--- config.mk ---
export PLATFORM = sky130hd
export DESIGN_NAME = lmx_mode_select
export DESIGN_NICKNAME = d
export VERILOG_FILES = /design/src/rtl/lmx_pkg.sv /design/src/rtl/lmx_bar_map.sv /design/src/rtl/lmx_band_gate.sv /design/src/rtl/lmx_mode_select.sv
export SDC_FILE = /design/constraint.sdc
export NUM_CORES = 1
export LEC_CHECK = 0
export BUFFER_PORTS_ARGS = -buffer_cell sky130_fd_sc_hd__buf_2
export CORE_MARGIN = 3
export CORE_UTILIZATION = 29
export CTS_BUF_LIST = sky130_fd_sc_hd__clkbuf_4 sky130_fd_sc_hd__clkbuf_8
export CTS_CLUSTER_DIAMETER = 200
export DETAILED_ROUTE_END_ITERATION = 8
export PLACE_DENSITY = 0.54
export REMOVE_ABC_BUFFERS = 1
export SLEW_MARGIN = 20
export SYNTH_ARGS = -nofsm -noshare
export SYNTH_HDL_FRONTEND = slang
export SYNTH_SLANG_ARGS = --single-unit
--- constraint.sdc ---
create_clock -name clk -period 2.5 [get_ports clk]
set_clock_uncertainty 0.2 [all_clocks]
set_input_delay 0.75 -clock clk [delete_from_list [all_inputs] [get_ports clk]]
set_output_delay 0.75 -clock clk [all_outputs]
set_load 0.01 [all_outputs]
--- src/rtl/lmx_pkg.sv ---
package lmx_pkg;
  typedef enum logic [1:0] {
    MODE_DIRECT  = 2'b00,
    MODE_BAR_CTR = 2'b01,
    MODE_BAR_EDG = 2'b10,
    MODE_EQ      = 2'b11
  } lmx_mode_e;

  function automatic logic is_bar(input logic [1:0] m);
    return (m == MODE_BAR_CTR) || (m == MODE_BAR_EDG);
  endfunction
endpackage

--- src/rtl/lmx_bar_map.sv ---
// Maps one band's thermometer code onto mirrored column pairs.
module lmx_bar_map #(
  parameter int COLS       = 16,
  parameter bit CENTRE_OUT = 1'b1
) (
  input  logic [COLS-1:0] level,
  output logic [COLS-1:0] cols
);
  localparam int HALF = COLS / 2;

  for (genvar j = 0; j < HALF; j++) begin : g_pair
    logic lit;
    assign lit = level[2*j] | level[2*j+1];
    if (CENTRE_OUT) begin : g_ctr
      assign cols[HALF-1-j] = lit;
      assign cols[HALF+j]   = lit;
    end else begin : g_edg
      assign cols[j]        = lit;
      assign cols[COLS-1-j] = lit;
    end
  end
endmodule

--- src/rtl/lmx_band_gate.sv ---
// Reports whether any row inside [LO, HI] is enabled.
module lmx_band_gate #(
  parameter int ROWS = 16,
  parameter int LO   = 0,
  parameter int HI   = 5
) (
  input  logic [ROWS-1:0] rows,
  output logic            any_on
);
  always_comb begin
    any_on = 1'b0;
    for (int r = LO; r <= HI; r++) any_on = any_on | rows[r];
  end
endmodule

--- src/rtl/lmx_mode_select.sv ---
module lmx_mode_select #(
  parameter int ROWS       = 16,
  parameter int COLS       = 16,
  parameter int BLUE_ROWS  = 6,
  parameter int GREEN_ROWS = 6
) (
  input  logic                 clk,
  input  logic                 rst,
  input  logic                 frame_stb,
  input  logic [1:0]           mode_sel,
  input  logic [ROWS+3*COLS-1:0] cpu_frame,
  input  logic [3*COLS-1:0]    level_in,
  output logic [ROWS-1:0]      row_en,
  output logic [COLS-1:0]      col_red,
  output logic [COLS-1:0]      col_grn,
  output logic [COLS-1:0]      col_blu,
  output logic                 eq_active
);
  import lmx_pkg::*;

  localparam int BANDS  = 3;
  localparam int GRN_LO = BLUE_ROWS;
  localparam int RED_LO = BLUE_ROWS + GREEN_ROWS;

  // band index: 0 low/blue, 1 middle/green, 2 high/red
  logic [COLS-1:0] ctr_cols [BANDS];
  logic [COLS-1:0] edg_cols [BANDS];
  logic [BANDS-1:0] band_on;

  for (genvar g = 0; g < BANDS; g++) begin : g_band
    lmx_bar_map #(.COLS(COLS), .CENTRE_OUT(1'b1)) i_ctr (
      .level(level_in[g*COLS +: COLS]), .cols(ctr_cols[g]));
    lmx_bar_map #(.COLS(COLS), .CENTRE_OUT(1'b0)) i_edg (
      .level(level_in[g*COLS +: COLS]), .cols(edg_cols[g]));
  end

  lmx_band_gate #(.ROWS(ROWS), .LO(0), .HI(GRN_LO-1)) i_gate_blu (
    .rows(cpu_frame[ROWS-1:0]), .any_on(band_on[0]));
  lmx_band_gate #(.ROWS(ROWS), .LO(GRN_LO), .HI(RED_LO-1)) i_gate_grn (
    .rows(cpu_frame[ROWS-1:0]), .any_on(band_on[1]));
  lmx_band_gate #(.ROWS(ROWS), .LO(RED_LO), .HI(ROWS-1)) i_gate_red (
    .rows(cpu_frame[ROWS-1:0]), .any_on(band_on[2]));

  logic [COLS-1:0] nxt_red, nxt_grn, nxt_blu;
  logic [COLS-1:0] bar_sel [BANDS];

  always_comb begin
    for (int g = 0; g < BANDS; g++) begin
      bar_sel[g] = (mode_sel == MODE_BAR_CTR) ? ctr_cols[g] : edg_cols[g];
      if (!band_on[g]) bar_sel[g] = '0;
    end
    if (is_bar(mode_sel)) begin
      nxt_blu = bar_sel[0];
      nxt_grn = bar_sel[1];
      nxt_red = bar_sel[2];
    end else begin
      nxt_red = cpu_frame[ROWS +: COLS];
      nxt_grn = cpu_frame[ROWS+COLS +: COLS];
      nxt_blu = cpu_frame[ROWS+2*COLS +: COLS];
    end
  end

  logic [1:0] mode_q;

  always_ff @(posedge clk) begin
    if (rst) begin
      mode_q  <= MODE_DIRECT;
      row_en  <= '0;
      col_red <= '0;
      col_grn <= '0;
      col_blu <= '0;
    end else if (frame_stb) begin
      mode_q  <= mode_sel;
      row_en  <= cpu_frame[ROWS-1:0];
      col_red <= nxt_red;
      col_grn <= nxt_grn;
      col_blu <= nxt_blu;
    end
  end

  assign eq_active = (mode_q == MODE_EQ);

  function automatic logic [COLS-1:0] mirror(input logic [COLS-1:0] v);
    for (int i = 0; i < COLS; i++) mirror[i] = v[COLS-1-i];
  endfunction

  AST_RESET_CLEAR: assert property (@(posedge clk)
    $past(rst) |-> (row_en == '0 && col_red == '0 && eq_active == 1'b0));
  AST_HOLD_NO_STROBE: assert property (@(posedge clk) disable iff (rst)
    !$past(frame_stb) && !$past(rst) |-> $stable(row_en) && $stable(col_blu) && $stable(eq_active));
  AST_DIRECT_ROWS: assert property (@(posedge clk) disable iff (rst)
    $past(frame_stb) && !$past(rst) |-> row_en == $past(cpu_frame[ROWS-1:0]));
  AST_BAR_MIRROR: assert property (@(posedge clk) disable iff (rst)
    $past(frame_stb) && !$past(rst) && is_bar($past(mode_sel))
    |-> col_red == mirror(col_red) && col_blu == mirror(col_blu));
  AST_BLUE_BLANK: assert property (@(posedge clk) disable iff (rst)
    $past(frame_stb) && !$past(rst) && is_bar($past(mode_sel)) && $past(cpu_frame[GRN_LO-1:0]) == '0
    |-> col_blu == '0);
  AST_EQ_FLAG: assert property (@(posedge clk) disable iff (rst)
    $past(frame_stb) && !$past(rst) |-> eq_active == ($past(mode_sel) == MODE_EQ));
endmodule

==> results of run 1 <==
## how the worst min path moves through the flow
stage                            startpoint                       to  slack (ps)  depth (start not counted)
CTS                 col_red[1]$_SDFFE_PP0P_  col_red[1]$_SDFFE_PP0P_         290                          2
global placement    row_en[14]$_SDFFE_PP0P_  row_en[14]$_SDFFE_PP0P_         270                          2
detailed placement  col_red[5]$_SDFFE_PP0P_  col_red[5]$_SDFFE_PP0P_         280                          2
finish              col_red[1]$_SDFFE_PP0P_  col_red[1]$_SDFFE_PP0P_         280                          2
floorplan            mode_q[1]$_SDFFE_PP0P_   mode_q[1]$_SDFFE_PP0P_         250                          2
global route        col_red[3]$_SDFFE_PP0P_  col_red[3]$_SDFFE_PP0P_         310                          2
## per-layer routing
metal | routed length [um] | vias to the layer above | share of wire (%) | GRT usage [%]
met4 | 225 | 0 | 2.1 | 6.81
met1 | 4810 | 1735 | 44 | 20.7
met2 | 5060 | 129 | 46 | 25.2
met3 | 821 | 15 | 7.5 | 4.95
li1 | - | 1884 | - | -
met5 | 0 | - | 0 | 0
## cell families (layout without fill, tap and decap cells)
group / count (synthesis) / in the layout / synth area share, %
AND/OR/NAND/NOR: 168 / 168 / 22.5
adder cells (fa/ha/maj): 1 / 1 / 0.363
buffers and inverters: 41 / 209 / 5.48
multiplexers: 18 / 18 / 5.23
AO/OA/AOI/OAI: 122 / 122 / 28.0
flip-flops: 66 / 66 / 38.3
## power breakdown
group	leakage [nW]	total [mW]	internal, mW	switching [mW]
clock	0.0944	0.871	0.438	0.434
combinational	1.54	0.657	0.301	0.356
sequential	0.550	1.23	1.16	0.0693
total	2.19	2.75	1.90	0.859
## metrics by stage
| step | setup WS, ps | hold WS, ps | instances |
|---|---|---|---|
| global route | 345 | 311 | 727 |
| finish | 462 | 284 | 727 |
| detailed placement | 110 | 277 | 711 |
| CTS | 495 | 288 | 727 |
| floorplan | -114 | 252 | 377 |
| global placement | 189 | 268 | 711 |
## sequential cells by signal (all words and copies together), names as in the netlist
register,cells
col_grn,16
col_red,16
mode_q,2
col_blu,16
row_en,16
## synth_stat cells, types with 4 or more instances
master	count	area share, %
o21ai_1	7	1.0
a2111o_1	8	2.6
buf_1	4	0.44
o21ai_0	25	3.6
buf_2	12	1.7
mux2i_1	18	5.2
dfxtp_1	66	38
clkbuf_1	19	2.1
nor3_1	8	1.2
nor2_1	76	8.3
o2111ai_1	32	8.1
a311oi_1	16	4.1
or3b_1	15	3.8
or3_1	16	2.9
a211o_1	32	8.1
nand2_1	48	5.2
## cell type report
cell class / instances / area share [%]
clock inverter: 4 / 0.534
sequential: 66 / 28.2
inverter: 2 / 0.160
multi-input combinational: 309 / 41.4
tap: 143 / 3.82
clock buffer: 12 / 3.53
timing repair buffer: 191 / 22.3
## critical path: cells and delay by family
| family | cells | cell delay, ps |
|---|---|---|
| adders and majority gates | 1 | 180 |
| AOI/OAI and AO/OA | 2 | 710 |
| buffers and inverters | 3 | 360 |
| and+or+nand+nor | 1 | 80 |
==> results.toml, run 1 <==
[outcome]
outcome = "finished, final reports clean"

[yosys]
yosysSeqAreaShare_pct = 38.3
avgSynthCellArea_um2 = 8.28
synth_edf_count = 0
ys_async_sr_fraction_pct = 0
synth.distinct_cells = 26
synth_cells = 416
ys.flop_type = "dfxtp_1"
syn_area_um2 = 3450
ys_ff_latch = 66
synth_warnings = 0

[power_and_ir_drop]
fin_total_pwr_mw = 2.75
ir_drop_uv = 417
leakagePower_nw = 2.19
p_per_area_nw_per_um2 = 588

[finish]
post-route-util_pct = 40.7
drive_above_1_share_pct = 36.0
area_delta_synth_final_pct = 35.9
final_common_cell = "buf_2"
final_cell_mix = "buf_2 (180), nor2_1 (76), dfxtp_1 (66), nand2_1 (48)"
regArea_um2 = 1320
fillCellCount = 1217
multi_input_area_um2 = 1940
antenna_cells = 0
postLayoutCellArea_um2 = 4680
fin_nets = 697

[global_route]
grt_pass1_vias = 3536
grt_antenna_before_repair = 0
grt_max_degree = 74
track_usage_pct = 16.1
grt-ovfl-total = 0
grt_pass1_wl_um = 17100

[timing]
finalHoldViolCount = 0
maxSlewViolCount = 0
fmax_ghz = 0.491
tightest_slew_ps = 960
slew_headroom_pct = 35.5
rsz0062_at_grt = "false"
setup-violations-final = 0
fin_crit_sh_pct = 81.5
period_minus_slack_ps = 2040
finalSetupTns_ps = 0

[setup_path]
slowest_delay_ps = 410
worst_ep_required_time_ps = 2550
reg2reg_depth = 3
cp_slowest_cell = "a2111o_1"
r2r_end = "col_blu[0]$_SDFFE_PP0P_"
reg2reg_from = "col_blu[0]$_SDFFE_PP0P_"
critPathMaxFanout = 48
cp-startpoint = "mode_sel[1]"
endpoint = "col_red[4]$_SDFFE_PP0P_"
worstSetupStartpointType = "input pin"
end_kind = "flip-flop"
path_cells = "buf_2 -> inv_1 -> ha_2 -> buf_12 -> nor3_1 -> a2111o_1 -> a311oi_1"
arrival_ps = 2080
path_class = "in -> reg"
regToRegSetupSlack_ps = 1470

[clocking]
path_clk_slew_ps = 60
hold_buffers = 0
cts.sinks = 66
cts_tree = "built"
h-tree-depth = 3
clk_latency_ps = 360
clockBufferDepth = 2
ctsRootBufferMaster = "clkbuf_8"
post-cts-setup-buffers = 0
cts_buffers = 9
cts_resized = 0

[detailed_routing]
wl_per_cell_um = 15.0
vias = 3763
via_per_inst = 5.18
drc = 0
firstDrtPassIters = 4
wl_um = 10900
initialDrtViolationCount = 193
antenna_left = 0

[floorplan]
fp.dieW_um = 115
start_util_pct = 29.9
core-area_um2 = 11500
row_count = 39
die-area_um2 = 13200
die_h_um = 115
ios = 182

[min_path]
hold_path.class = "reg -> reg"

[place]
place_area_um2 = 4490
io_buffers = 181
place.gp.congestion = 0.797
hpwlAfterDp_um = 7940

[run]
max-cap-violations = 0
Note: power is estimated with default switching activity, not from simulation.
==> inputs of run 2 (changes only) <==
==> constraint.sdc (replaced) <==
create_clock -name clk -period 2.01 [get_ports clk]
set_clock_uncertainty 0.2 [all_clocks]
set_input_delay 0.603 -clock clk [delete_from_list [all_inputs] [get_ports clk]]
set_output_delay 0.603 -clock clk [all_outputs]
set_load 0.01 [all_outputs]
==> run 2 against run 1 <==
Compared with the run above:
- sequential cell count did not move
- register-to-register slack got worse by 510 ps
- sequential power rose by 24%
- largest cell class unchanged
- non-clock buffer count rose by 12
- first-iteration DRC count rose by 28%
- critical path depth did not move
- core utilization rose by 0.98 points
- critical endpoint is now col_red[15]$_SDFFE_PP0P_
- largest power group unchanged
- clock power rose by 7.0%
- via count rose by 0.82%
- sequential share of layout area fell by 0.66 points
- clock-buffer cell count fell by 1
==> results.toml, run 2 (synthesis results as in run 1) <==
[outcome]
outcome = "finished, final reports clean"

[finish]
final_common_cell = "buf_2"
antenna_cells = 0
final_cell_mix = "buf_2 (180), nor2_1 (76), dfxtp_1 (66), nand2_1 (48)"
fin_nets = 709
drive_above_1_share_pct = 36.8
area_delta_synth_final_pct = 39.1

[global_route]
grt_max_degree = 59
grt_pass1_vias = 3458
grt-ovfl-total = 0
grt_pass1_wl_um = 16900
track_usage_pct = 15.9
grt_antenna_before_repair = 0

[detailed_routing]
drc = 0
via_per_inst = 5.16
vias = 3794
wl_met2_um = 5070
antenna_left = 0
wl_per_cell_um = 15.0
wl_met3_um = 901
firstDrtPassIters = 4
wl_um = 11000
dr.max_layer_used = "met4"
wl_met1_um = 4940
initialDrtViolationCount = 248

[min_path]
hold_path.class = "reg -> reg"

[clocking]
cts_tree = "built"
cts_resized = 0
cts.sinks = 66
ctsRootBufferMaster = "clkbuf_8"
hold_buffers = 0
cts_buffers = 9
clk_latency_ps = 330
path_clk_slew_ps = 70
h-tree-depth = 3
clockBufferDepth = 2
post-cts-setup-buffers = 0

[power_and_ir_drop]
leakagePower_nw = 2.25
ir_drop_uv = 247
p_per_area_nw_per_um2 = 694

[setup_path]
critPathBufInv = 3
crit_family = "compound AO/OA/AOI/OAI gates"
slowest_delay_ps = 400
worst_ep_required_time_ps = 2050
path_class = "in -> reg"
regToRegSetupSlack_ps = 960
path_cells = "buf_2 -> inv_1 -> ha_2 -> buf_12 -> nor3_1 -> a2111o_1 -> a311oi_1"
worstSetupStartpointType = "input pin"
critPathMaxFanout = 24
end_kind = "flip-flop"
arrival_ps = 1920
cp_slowest_cell = "a2111o_1"

[timing]
tightest_slew_ps = 897
whs_ps = 287
finalSetupTns_ps = 0
worst_slack_ps = 126
setup-violations-final = 0
rsz0062_at_grt = "false"
period_minus_slack_ps = 1880
fin_crit_sh_pct = 93.7
slew_headroom_pct = 39.7
finalHoldViolCount = 0
maxSlewViolCount = 0
fmax_ghz = 0.531

[floorplan]
die-area_um2 = 13200
core-area_um2 = 11500
ios = 182
die_h_um = 115
row_count = 39
fp.dieW_um = 115
start_util_pct = 29.9

[place]
hpwlAfterDp_um = 8300
place.gp.congestion = 0.816
pre_cts_slack_ps = -219
io_buffers = 181

[run]
max-cap-violations = 0
==> run 2: cell types whose count changed in the layout (fill, tap and decap cells not counted), sizes merged <==
cell,before,now
buf,191,203
clkbuf,12,11
clkinv,2,1
clkinvlp,2,0
==> run 2: stage by stage <==
stage	total power, mW	util (%)	area (um^2)	std cells
6_report	3.33	41.6	4790	735
5_1_grt	3.55	41.6	4790	735
4_1_cts	3.39	41.6	4790	735
3_5_place_dp	2.43	40.3	4640	723
3_3_place_gp	2.42	40.3	4640	723
2_1_floorplan	1.93	-	3260	377
==> run 2: path summary, 6_finish.rpt <==
| kind | startpoint | end | depth (start not counted) |
|---|---|---|---|
| worst max register to register | col_blu[14]$_SDFFE_PP0P_ | col_blu[14]$_SDFFE_PP0P_ | 3 |
| worst min-delay path | col_red[6]$_SDFFE_PP0P_ | col_red[6]$_SDFFE_PP0P_ | 2 |
| worst max-delay path | mode_sel[1] | col_red[15]$_SDFFE_PP0P_ | 7 |
| worst min register to register | col_red[6]$_SDFFE_PP0P_ | col_red[6]$_SDFFE_PP0P_ | 2 |
==> run 2: layout make-up <==
cell class | instances | area [um^2]
Fill cell | 1201 | 6720
Multi-Input combinational cell | 309 | 1940
Sequential cell | 66 | 1320
Timing Repair Buffer | 203 | 1200
Tap cell | 143 | 179
Clock buffer | 11 | 145
Inverter | 2 | 7.51
Clock inverter | 1 | 5.00
==> run 2: routing by layer <==
metal	vias up	global-route usage [%]
li1	1900	-
met1	1743	21.1
met2	141	25.0
met3	10	4.47
met4	0	4.69
met5	-	0
==> run 2: worst min-delay path, delay by kind of cell (launching register included) <==
| family | cells | cell delay (ps) |
|---|---|---|
| AOI/OAI and AO/OA | 1 | 50 |
| DFF | 1 | 310 |
| and+or+nand+nor | 1 | 80 |
==> run 2: report_power, final <==
group          internal (mW)  leakage [nW]  switching [mW]
Combinational          0.416          1.62           0.452
Clock                  0.466        0.0804           0.466
Sequential              1.44         0.550          0.0863
Total                   2.32          2.25            1.00
==> inputs of run 3 (changes only) <==
--- a/config.mk
+++ b/config.mk
@@ -6,7 +6,7 @@
 export NUM_CORES = 1
 export LEC_CHECK = 0
 export BUFFER_PORTS_ARGS = -buffer_cell sky130_fd_sc_hd__buf_2
-export CORE_MARGIN = 3
+export CORE_MARGIN = 2
 export CORE_UTILIZATION = 29
 export CTS_BUF_LIST = sky130_fd_sc_hd__clkbuf_4 sky130_fd_sc_hd__clkbuf_8
 export CTS_CLUSTER_DIAMETER = 200
==> run 3 against run 2 <==
Compared with the run above:
- the flow now finishes with violations (DRC)
- cell count rose by 0.14%
- wire length about the same
- core utilization up 0.43 points
- sequential share of layout area down 0.28 points
- hold slack lost 3.9 ps
- critical path depth is the same
- global-route usage grew 0.89 points
- cell area up 1.0%
- clock power grew 36%
- setup slack better by 9.1 ps
- die area shrank 3.4%
- sequential power is essentially flat
==> results.toml, run 3 (synthesis results as in run 1) <==
[timing]
slew_headroom_pct = 44.0
fmax_ghz = 0.533
setup-violations-final = 0
whs_ps = 283
period_minus_slack_ps = 1870
finalHoldViolCount = 0
maxSlewViolCount = 0
rsz0062_at_grt = "false"
fin_crit_sh_pct = 93.3
finalSetupTns_ps = 0
tightest_slew_ps = 834

[setup_path]
critPathMaxFanout = 28
path_class = "in -> reg"
end_kind = "flip-flop"
worst_ep_required_time_ps = 2050
worstSetupStartpointType = "input pin"
reg2reg_from = "col_blu[14]$_SDFFE_PP0P_"
arrival_ps = 1920
reg2reg_depth = 3
r2r_end = "col_blu[14]$_SDFFE_PP0P_"
regToRegSetupSlack_ps = 980

[clocking]
post-cts-setup-buffers = 0
ctsRootBufferMaster = "clkbuf_8"
clk_latency_ps = 340
cts_buffers = 9
cts_resized = 0
hold_buffers = 0
path_clk_slew_ps = 80
cts.sinks = 66
clockBufferDepth = 2
cts_tree = "built"
h-tree-depth = 3

[floorplan]
die_h_um = 113
start_util_pct = 29.9
core-area_um2 = 11500
row_count = 39
die-area_um2 = 12800
fp.dieW_um = 113
ios = 182

[place]
place.gp.congestion = 0.792
io_buffers = 181
hpwlAfterDp_um = 7900

[finish]
multi_input_area_um2 = 1940
regArea_um2 = 1320
final_common_cell = "buf_2"
final_cell_mix = "buf_2 (180), nor2_1 (76), dfxtp_1 (66), nand2_1 (48)"
drive_above_1_share_pct = 36.9
antenna_cells = 0
area_delta_synth_final_pct = 40.6
fin_nets = 706
fillCellCount = 1198

[global_route]
grt_pass1_vias = 3607
track_usage_pct = 16.8
grt_antenna_before_repair = 0
grt_pass1_wl_um = 17500
grt-ovfl-total = 0
grt_max_degree = 67

[min_path]
min-delay-start = "col_red[7]$_SDFFE_PP0P_"
hold_path.class = "reg -> reg"
holdPathStages = 2
hold_path_end = "col_red[7]$_SDFFE_PP0P_"

[detailed_routing]
wl_per_cell_um = 15.0
firstDrtPassIters = 7
initialDrtViolationCount = 210
vias = 3807
drc = 11
antenna_left = 0
wl_um = 11000
via_per_inst = 5.17

[power_and_ir_drop]
ir_drop_uv = 269
leakagePower_nw = 2.27
p_per_area_nw_per_um2 = 756

[outcome]
outcome = "complete, but fails checks"
violations = "DRC"

[run]
max-cap-violations = 0
## run 3: where the power goes
group          switching [mW]  internal [mW]  total [mW]
Sequential             0.0868           1.44        1.53
Clock                   0.524          0.742        1.27
Combinational           0.454          0.414       0.868
Total                    1.07           2.60        3.66
## run 3: cell type report
type / count / area share, %
inverter: 2 / 0.155
multi-input combinational: 309 / 40.0
tap: 143 / 3.69
clock inverter: 5 / 1.60
clock buffer: 11 / 3.00
sequential: 66 / 27.3
timing repair buffer: 200 / 24.3
## run 3: stage by stage
step | total power, mW | instance area (um^2) | worst slack, ps | util, % | instances
global placement | 2.41 | 4620 | -137 | 40.1 | 720
CTS | 3.72 | 4840 | 149 | 42.1 | 736
global route | 3.87 | 4840 | 72.0 | 42.1 | 736
floorplan | 1.93 | 3260 | -457 | - | 377
detailed placement | 2.43 | 4620 | -225 | 40.1 | 720
finish | 3.66 | 4840 | 135 | 42.1 | 736
## run 3: worst max path at each step
stage	from	endpoint	slack (ps)
finish	mode_sel[1]	col_red[9]$_SDFFE_PP0P_	140
CTS	mode_sel[1]	col_red[9]$_SDFFE_PP0P_	150
global route	mode_sel[1]	col_red[0]$_SDFFE_PP0P_	70
detailed placement	mode_sel[1]	col_red[9]$_SDFFE_PP0P_	-220
floorplan	mode_sel[1]	col_grn[0]$_SDFFE_PP0P_	-460
global placement	cpu_frame[15]	col_red[4]$_SDFFE_PP0P_	-140
## run 3: critical path, cell delays in order
cell	delay, ps
buf_2	110
inv_1	50
ha_2	200
buf_12	170
nor3_1	70
a2111o_1	400
a311oi_1	300
## run 3: layer usage
layer,global-route usage [%],up-vias,share of wire [%],wire [um]
li1,-,1905,-,-
met1,20.8,1749,43,4730
met2,28.3,137,48,5280
met3,3.70,16,7.4,816
met4,6.75,0,1.8,194
met5,0,-,0,0
